<file path="src/rtl/xlat_pkg.sv">
package xlat_pkg;
  typedef enum logic [1:0] {
    XM_OFF   = 2'd0,
    XM_SHORT = 2'd1,
    XM_LONG  = 2'd2,
    XM_RSVD  = 2'd3
  } xmode_e;

  typedef enum logic [1:0] {
    VS_39  = 2'd0,
    VS_48  = 2'd1,
    VS_57  = 2'd2,
    VS_64  = 2'd3
  } vsize_e;

  typedef struct packed {
    logic   split;
    xmode_e mode;
  } mode_reg_t;

  localparam int LONG_PPN_W  = 40;
  localparam int LONG_ASID_W = 16;
  localparam int LONG_ASID_LO = 40;
  localparam int LONG_SIZE_LO = 56;
  localparam int SHORT_PPN_W  = 22;
  localparam int SHORT_ASID_W = 9;
endpackage

</file>
<file path="src/rtl/xlat_mode_legal.sv">
module xlat_mode_legal
  import xlat_pkg::*;
#(
  parameter bit HAS_SHORT    = 1'b1,
  parameter bit HAS_LONG     = 1'b1,
  parameter bit HAS_SPLIT    = 1'b1,
  parameter bit REJECT_SPLIT = 1'b1
) (
  input  mode_reg_t   cur,
  input  logic [2:0]  wbits,
  output mode_reg_t   nxt
);
  xmode_e req_mode;
  logic   req_split;
  logic   ok;

  always_comb begin
    req_mode  = xmode_e'(wbits[1:0]);
    req_split = HAS_SPLIT ? wbits[2] : 1'b0;
    ok = 1'b1;
    if (req_mode == XM_RSVD)                 ok = 1'b0;
    if (req_mode == XM_SHORT && !HAS_SHORT)  ok = 1'b0;
    if (req_mode == XM_LONG  && !HAS_LONG)   ok = 1'b0;
    if (REJECT_SPLIT && req_split && req_mode != XM_OFF) ok = 1'b0;
    nxt = ok ? mode_reg_t'{split: req_split, mode: req_mode} : cur;
  end
endmodule

</file>
<file path="src/rtl/xlat_root_legal.sv">
module xlat_root_legal
  import xlat_pkg::*;
#(
  parameter bit HAS_VS39 = 1'b1,
  parameter bit HAS_VS48 = 1'b0,
  parameter int PPN_W    = 28,
  parameter int ASID_W   = 9
) (
  input  xmode_e      mode,
  input  logic [63:0] cur,
  input  logic [63:0] wdata,
  output logic [63:0] nxt
);
  localparam logic [LONG_PPN_W-1:0]  PPN_MASK  = LONG_PPN_W'((41'd1 << PPN_W) - 41'd1);
  localparam logic [LONG_ASID_W-1:0] ASID_MASK = LONG_ASID_W'((17'd1 << ASID_W) - 17'd1);

  vsize_e size;
  logic   size_ok;

  always_comb begin
    size    = vsize_e'(wdata[LONG_SIZE_LO +: 2]);
    size_ok = (size == VS_39 && HAS_VS39) || (size == VS_48 && HAS_VS48);
    if (mode == XM_SHORT) begin
      nxt = {33'd0,
             wdata[SHORT_PPN_W +: SHORT_ASID_W] & ASID_MASK[SHORT_ASID_W-1:0],
             wdata[SHORT_PPN_W-1:0] & PPN_MASK[SHORT_PPN_W-1:0]};
    end else if (size_ok) begin
      nxt = {6'd0, size,
             wdata[LONG_ASID_LO +: LONG_ASID_W] & ASID_MASK,
             wdata[LONG_PPN_W-1:0] & PPN_MASK};
    end else begin
      nxt = cur;
    end
  end
endmodule

</file>
<file path="src/rtl/xlat_cfg_decode.sv">
module xlat_cfg_decode
  import xlat_pkg::*;
(
  input  xmode_e      mode,
  input  logic [63:0] root,
  output logic        en,
  output logic [39:0] ppn,
  output logic [15:0] asid,
  output logic [2:0]  levels
);
  always_comb begin
    en = 1'b0; ppn = '0; asid = '0; levels = 3'd0;
    unique case (mode)
      XM_SHORT: begin
        en     = 1'b1;
        ppn    = {18'd0, root[SHORT_PPN_W-1:0]};
        asid   = {7'd0, root[SHORT_PPN_W +: SHORT_ASID_W]};
        levels = 3'd2;
      end
      XM_LONG: begin
        en     = 1'b1;
        ppn    = root[LONG_PPN_W-1:0];
        asid   = root[LONG_ASID_LO +: LONG_ASID_W];
        levels = (root[LONG_SIZE_LO +: 2] == VS_48) ? 3'd4 : 3'd3;
      end
      default: ;
    endcase
  end
endmodule

</file>
<file path="src/rtl/xlat_ctl_csr.sv">
module xlat_ctl_csr
  import xlat_pkg::*;
#(
  parameter int          ADDR_W       = 12,
  parameter logic [11:0] MODE_ADDR    = 12'h180,
  parameter logic [11:0] ROOT_ADDR    = 12'h181,
  parameter bit          HAS_SHORT    = 1'b1,
  parameter bit          HAS_VS39     = 1'b1,
  parameter bit          HAS_VS48     = 1'b0,
  parameter bit          HAS_SPLIT    = 1'b1,
  parameter bit          REJECT_SPLIT = 1'b1,
  parameter int          PPN_W        = 28,
  parameter int          ASID_W       = 9
) (
  input  logic              clk,
  input  logic              rst_n,
  input  logic              csr_we,
  input  logic [ADDR_W-1:0] csr_addr,
  input  logic [63:0]       csr_wdata,
  output logic [63:0]       csr_rdata,
  output logic              xlat_en,
  output logic [39:0]       root_ppn,
  output logic [15:0]       asid,
  output logic [2:0]        levels
);
  localparam bit HAS_LONG = HAS_VS39 | HAS_VS48;

  logic [1:0] rst_sync_q;
  logic       rst_int_n;

  always_ff @(posedge clk or negedge rst_n) begin
    if (!rst_n) rst_sync_q <= 2'b00;
    else        rst_sync_q <= {rst_sync_q[0], 1'b1};
  end
  assign rst_int_n = rst_sync_q[1];

  mode_reg_t   mode_q, mode_d, mode_legal;
  logic [63:0] root_q, root_d, root_legal;
  logic        sel_mode, sel_root;

  assign sel_mode = (csr_addr == MODE_ADDR[ADDR_W-1:0]);
  assign sel_root = (csr_addr == ROOT_ADDR[ADDR_W-1:0]);

  xlat_mode_legal #(
    .HAS_SHORT(HAS_SHORT), .HAS_LONG(HAS_LONG),
    .HAS_SPLIT(HAS_SPLIT), .REJECT_SPLIT(REJECT_SPLIT)
  ) u_mode_legal (
    .cur(mode_q), .wbits(csr_wdata[2:0]), .nxt(mode_legal)
  );

  xlat_root_legal #(
    .HAS_VS39(HAS_VS39), .HAS_VS48(HAS_VS48), .PPN_W(PPN_W), .ASID_W(ASID_W)
  ) u_root_legal (
    .mode(mode_q.mode), .cur(root_q), .wdata(csr_wdata), .nxt(root_legal)
  );

  always_comb begin
    mode_d = mode_q;
    root_d = root_q;
    if (csr_we && sel_mode) mode_d = mode_legal;
    if (csr_we && sel_root) root_d = root_legal;
  end

  always_ff @(posedge clk or negedge rst_int_n) begin
    if (!rst_int_n) begin
      mode_q <= mode_reg_t'('0);
      root_q <= '0;
    end else begin
      mode_q <= mode_d;
      root_q <= root_d;
    end
  end

  always_comb begin
    csr_rdata = '0;
    if (sel_mode)      csr_rdata = {61'd0, mode_q};
    else if (sel_root) csr_rdata = root_q;
  end

  xlat_cfg_decode u_decode (
    .mode(mode_q.mode), .root(root_q),
    .en(xlat_en), .ppn(root_ppn), .asid(asid), .levels(levels)
  );
endmodule

</file>
<file path="config.mk">
export PLATFORM = sky130hd
export DESIGN_NAME = xlat_ctl_csr
export DESIGN_NICKNAME = d
export VERILOG_FILES = /design/src/rtl/xlat_pkg.sv /design/src/rtl/xlat_mode_legal.sv /design/src/rtl/xlat_root_legal.sv /design/src/rtl/xlat_cfg_decode.sv /design/src/rtl/xlat_ctl_csr.sv
export SDC_FILE = /design/constraint.sdc
export NUM_CORES = 1
export LEC_CHECK = 0
export CORE_UTILIZATION = 30
export CTS_CLUSTER_SIZE = 8
export DETAILED_ROUTE_END_ITERATION = 12
export PLACE_DENSITY = 0.7
export SYNTH_ARGS = -nofsm -noshare
export SYNTH_HDL_FRONTEND = slang
export SYNTH_SLANG_ARGS = --single-unit
</file>
<file path="constraint.sdc">
create_clock -name clk -period 2.5 [get_ports clk]
set_clock_uncertainty 0.2 [all_clocks]
set_input_delay 0.5 -clock clk [delete_from_list [all_inputs] [get_ports clk]]
set_output_delay 0.5 -clock clk [all_outputs]
set_load 0.02 [all_outputs]
</file>
==> run_results.csv, run 1 <==
group,metric,value,unit
synthesis,synthArstFlopShare,100,%
timing,slew_violations,0,
setup_path,critPathMaxStageDelay,0.30,ns
die,die_h,102,um
synthesis,synth_top_family_by_area,"simple AND/OR/NAND/NOR gates",
placement,placed_cell_area,4530,um2
die,start_util,30.9,%
cts,ctsHoldBuffers,0,
cells_and_area,syn_to_final_growth,56.8,%
routing,routed_via_density,4.32,
synthesis,ys_seq_area_share,39.1,%
pwr,power_frac_seq,53.3,%
synthesis,synth_cells,306,
setup_path,worstPathCellList,"clkdlybuf4s15_2, nor4b_4, and4_4, buf_6, buf_12, and2_1, buf_4",
timing,hold_viol,0,
cts,clock_latency,0.29,ns
routing,drt_iter0_markers,40,
die,die_x,102,um
routing,detail-route-antenna-nets,0,
cells_and_area,stdcell_area,4720,um2
run_status,outcome,"completed",
cells_and_area,post-route-util,48.5,%
placement,dp_hpwl,6510,um
cells_and_area,final_cell_mix,"and2_1, dfrtp_1, clkdlybuf4s50_1",
setup_path,crit_fanout,5,
global_route,grt_pass1_wl,13600,um
synthesis,synth_adder_area_share,0.832,%
min_path,hold_path.class,"reg -> async",
timing,max_freq,0.405,GHz
cts,cts_buffer_depth,2,
placement,globalplace.congestion,0.882,
pwr,p_sw_share,23.8,%
cells_and_area,layout_commonest_cell,"and2_1",
synthesis,synth_edf_count,0,
global_route,overflow,0,
setup_path,slowest_stage,"and4_4",
routing,vias,2591,
timing,period_needed,2.47,ns
setup_path,crit_required,1.80,ns
timing,period_share,98.7,%
cts,clk_pin_slew,0.08,ns
synthesis,muxShareOfSynthArea,14.7,%
setup_path,worst_setup_path_end_kind,"primary output",
synthesis,synth-compound-area-share,8.40,%
synthesis,synth-xor-area-share,0,%
routing,routed_wl,9060,um
cts,numClockSinks,47,
setup_path,path_delay_family,"simple AND/OR/NAND/NOR gates",
routing,wl_per_cell,15.1,um
timing,finalSetupViolations,0,
die,core,9730,um2
flow_run,cap_violations,0,
pwr,power_frac_comb,12.1,%
placement,port_buffers,142,
pwr,p_int,1100,uW
global_route,grt_max_degree,26,
cts,h-tree-depth,2,
cts,cts_buffers,5,
setup_path,cp.arrival,1.77,ns
setup_path,crit_type,"in -> out",
pwr,pwr-share-clk,34.6,%
global_route,grt_use_total,17.3,%
synthesis,synth-main-ff-cell,"dfrtp_1",
cells_and_area,post_route_cells_drive_above_1_share,40.3,%
pwr,total_power,1440,uW
cells_and_area,antenna_cells,0,
routing,dr.pass1.iters,4,
cells_and_area,layout.cells.non_filler,600,
die,die_area,10400,um2
synthesis,yosys.area_share.simple,23.2,%
synthesis,synth_cell_types,30,
pwr,power_density,306,nW/um2
setup_path,path_buf_inv,4,
pwr,power_switching,344,uW
cells_and_area,nNetsFinal,547,
global_route,antenna_found_initial,0,
global_route,grt_pass1_vias,2504,
pwr,peakVddDrop,0.176,mV
synthesis,yosysWarnings,0,
synthesis,netlist_area,3010,um2
routing,drcViolationCount,0,
die,core.rowCount,36,
die,ios,203,
pwr,leakage,0.00245,uW
setup_path,worstSetupStartpointType,"primary input",
synthesis,synth_seq_cells,47,
cts,clockRootBuffer,"clkbuf_8",
cts,tritoncts,"done",
placement,dp_cells,580,
synthesis,syn_area_per_cell,9.83,um2
path summary, 6_finish.rpt:
path	cells after the start	startpoint	slack [ns]	end
max	7	csr_addr[5]	0.03	csr_rdata[41]
min	0	rst_sync_q[1]	0.02	root_q[15]
max reg2reg	7	mode_q[0]	0.20	root_q[19]
min reg2reg	0	rst_sync_q[1]	0.02	root_q[15]
max in group asynchronous	1	rst_sync_q[1]	1.37	mode_q[0]
min in group clk	0	rst_sync_q[0]	0.16	rst_sync_q[1]
power by group through the flow:
stage	Sequential [uW]	Clock, uW	Combinational, uW
after CTS	770	518	175
after global routing	771	549	191
final	769	499	175
after global placement	785	0	177
after detailed placement	785	0	179
after floorplan	788	0	114
flip-flops by register name, indices dropped and copies added (netlist names):
name,flops
root_q,42
mode_q,3
rst_sync_q,2
synthesized netlist by cell type (2+ instances only):
cell type	number	area [um2]
and2_1	73	457
dfrtp_1	47	1180
buf_4	38	285
mux2_4	26	390
nor2_1	21	78.8
o21ai_0	19	95.1
clkbuf_1	14	52.6
nand2_1	12	45.0
a22oi_1	9	67.6
a21oi_1	6	30.0
o21ai_1	6	30.0
buf_6	4	45.0
inv_1	4	15.0
a211oi_1	3	22.5
mux2i_1	3	30.0
and4_1	2	17.5
conb_1	2	7.51
ha_1	2	25.0
mux2_1	2	22.5
nor2b_1	2	12.5
nor4b_4	2	47.6
repair_timing:
item,CTS,global route
pin swaps,5,2
gates resized for setup,399,61
gates cloned,6,0
endpoints found under the setup margin,114,97
buffers inserted,8,0
stage by stage:
step / worst slack, ns / TNS, ns / hold WS, ns
3_5_place_dp: -0.710 / -43.37 / 0.0424
6_report: 0.0335 / 0 / 0.0236
3_3_place_gp: -0.671 / -40.59 / 0.0372
5_1_grt: -0.00622 / -0.0148 / 0.0746
4_1_cts: -0.000342 / -0.000342 / 0.0489
2_1_floorplan: 0.0428 / 0 / 0.00441
final cells by class:
type,count,area (um2)
Fill cell,932,5010
Multi-Input combinational cell,234,1660
Timing Repair Buffer,173,1600
Sequential cell,47,1180
Tap cell,133,166
Clock buffer,8,100
Inverter,5,18.8
layer usage:
| metal | wire length, um | up-vias | global-route usage, % | part of all wire, % |
|---|---|---|---|---|
| met4 | 157 | 0 | 5.16 | 1.7 |
| met1 | 3630 | 1248 | 19.7 | 40 |
| li1 | - | 1242 | - | - |
| met2 | 4910 | 88 | 32.8 | 54 |
| met3 | 369 | 13 | 2.80 | 4.1 |
| met5 | 0 | - | 0 | 0 |
worst register-to-register path, delay by kind of cell, from the launching register on:
kind	cells	cell delay, ns
flip-flops	1	0.39
adder cells (fa/ha/maj)	1	0.22
buffers and inverters	3	0.54
AO/OA/AOI/OAI	1	0.28
multiplexers	1	0.35
AND/OR/NAND/NOR	1	0.22
logic make-up after synthesis:
logic type      count (synthesis)
simple gates                  118
buf+inv                        62
flops                          47
compound gates                 44
mux                            31
fa+ha+maj                       2
other cells                     2
Note: power is estimated with default switching activity, not from simulation.
==> run 2, diff against run 1 <==
- PLACE_DENSITY: 0.7 -> unset
- PLACE_DENSITY_LB_ADDON: unset -> 0.3
==> run 2 against run 1 <==
Effect of this change:
- the flow now finishes with violations (negative setup slack)
- setup slack got worse by 0.080 ns
- non-clock buffer count increased by 1
- via count increased by 2.9%
- first-iteration DRC count increased by 53%
- die area unchanged
- sequential cell count unchanged
- clock power increased by 3%
- final cell count increased by 0.17%
- sequential share of layout area decreased by 0.38 points
- global-route usage increased by 0.60 points
- clock-buffer cell count decreased by 1
- sequential power about the same
- critical endpoint is now csr_rdata[43]
- largest power group unchanged
==> run_results.csv, run 2 (synthesized netlist as in run 1, its figures left out) <==
group,metric,value,unit
cells_and_area,largest_register_ffs,42,
die,die_x,102,um
setup_path,crit_required,1.80,ns
pwr,power_density,305,nW/um2
setup_path,crit_fanout,5,
timing,finalSetupViolations,10,
cells_and_area,fillerInstances,942,
cells_and_area,final_cell_mix,"dfrtp_1, clkdlybuf4s50_1, and2_1",
cells_and_area,layout_commonest_cell,"dfrtp_1",
placement,dp_slack,-0.813,ns
setup_path,worst_setup_path_end_kind,"primary output",
global_route,grt_pass1_vias,2645,
run_status,violations,"negative setup slack",
cells_and_area,top_register,"root_q",
die,die_area,10400,um2
global_route,grt_use_total,17.9,%
cts,tritoncts,"done",
cts,numClockSinks,47,
routing,detail-route-antenna-nets,0,
setup_path,crit_type,"in -> out",
cells_and_area,post-route-util,49.2,%
global_route,grt_pass1_wl,14000,um
die,ios,203,
global_route,grt_max_degree,32,
routing,drcViolationCount,0,
placement,dp_cells,580,
timing,period_needed,2.55,ns
run_status,outcome,"finished, violations left",
cells_and_area,nNetsFinal,548,
cts,cts_buffers,5,
timing,rsz0062_at_grt,"yes",
placement,port_buffers,142,
routing,drt_iter0_markers,61,
cells_and_area,top_regs,"root_q: 42 flops, mode_q: 3 flops, rst_sync_q: 2 flops",
setup_path,worstSetupStartpointType,"primary input",
min_path,hold_path.class,"reg -> async",
cells_and_area,stdcell_area,4790,um2
pwr,leakage,0.00247,uW
cells_and_area,antenna_cells,0,
die,core.rowCount,36,
timing,max-slew-margin-rel,54.0,%
cts,h-tree-depth,2,
cells_and_area,post_route_cells_drive_above_1_share,41.7,%
routing,routed_wl,9180,um
placement,globalplace.congestion,0.747,
timing,worst_slew_pin_slew,0.689,ns
global_route,antenna_found_initial,0,
setup_path,cp.arrival,1.85,ns
die,start_util,30.9,%
cts,ctsHoldBuffers,0,
cts,clock_latency,0.30,ns
placement,placed_cell_area,4540,um2
cts,clk_pin_slew,0.09,ns
timing,slew_violations,0,
pwr,peakVddDrop,0.206,mV
routing,vias,2667,
timing,worst_slack,-0.0462,ns
cells_and_area,multiInputGateArea,1680,um2
cts,clockRootBuffer,"clkbuf_8",
routing,wl_per_cell,15.3,um
timing,period_share,102,%
die,core,9730,um2
placement,dp_hpwl,6030,um
routing,routed_via_density,4.44,
timing,hold_viol,0,
cells_and_area,syn_to_final_growth,59.2,%
routing,dr.pass1.iters,4,
timing,timing.hold.ws,0.111,ns
flow_run,cap_violations,0,
cells_and_area,layout.cells.non_filler,601,
cts,cts_buffer_depth,2,
die,die_h,102,um
global_route,overflow,0,
cells_and_area,regArea,1180,um2
timing,max_freq,0.393,GHz
run 2: cell count changes in the layout (fill, tap and decap cells not counted), moves of 3 or more:
cell and delta:
and2_1 -8, and2_4 +8, buf_12 +3, buf_16 -4, buf_2 -4, buf_4 -7
buf_6 +12, clkbuf_2 -3, clkdlybuf4s15_1 +4
run 2: area by class of cell:
class | instances | share of cell area, %
multi-input combinational | 234 | 35.1
inverter | 5 | 0.392
timing repair buffer | 174 | 34.3
clock buffer | 7 | 2.01
tap | 133 | 3.47
sequential | 47 | 24.6
clock inverter | 1 | 0.157
run 2: repair_timing:
action	in CTS	in global routing
setup buffers	14	0
gates cloned	6	0
resized for setup	430	51
setup endpoints to repair	117	69
pin swaps	24	3
run 2: where the power goes:
group          switching, uW  total [uW]  internal (uW)
combinational           88.4         176           87.1
sequential              10.3         772            762
clock                    262         514            252
total                    361        1460           1100
run 2: final timing paths:
kind | from | depth (start not counted) | endpoint | slack [ns]
worst max-delay path | csr_addr[11] | 8 | csr_rdata[43] | -0.05
worst min-delay path | rst_sync_q[1] | 0 | mode_q[2] | 0.11
worst max register to register | mode_q[1] | 7 | root_q[19] | 0.13
worst min register to register | rst_sync_q[1] | 0 | mode_q[2] | 0.11
max in group asynchronous | rst_sync_q[1] | 1 | root_q[25] | 1.30
min in group clk | rst_sync_q[0] | 0 | rst_sync_q[1] | 0.16
run 2: stage by stage:
step	power (uW)	TNS [ns]
after global placement	964	-47.82
after floorplan	901	0
final	1460	-0.386
after detailed placement	966	-50.09
after global routing	1530	-0.837
after CTS	1490	-1.67
run 2: per-layer routing:
metal  vias to the layer above  GRT usage, %  part of all wire, %  wire, um
li1                       1252             -                    -         -
met1                      1287          21.2                   41      3780
met2                       117          32.7                   51      4650
met3                        11          4.04                  7.1       649
met4                         0          3.96                  1.0        96
met5                         -             0                    0         0
run 2: worst max-delay path, cell delays in order:
cell	delay, ns
buf_6	0.09
nor4b_4	0.33
and4_4	0.32
buf_12	0.12
buf_12	0.11
buf_16	0.11
and2_4	0.14
buf_6	0.11
==> run 3, diff against run 2 <==
- CAP_MARGIN: unset -> 20
- CTS_CLUSTER_DIAMETER: unset -> 40
- SLEW_MARGIN: unset -> 15
==> results of run 3 <==
No change in the layout: final DEF, timing and power equal those of run 2.
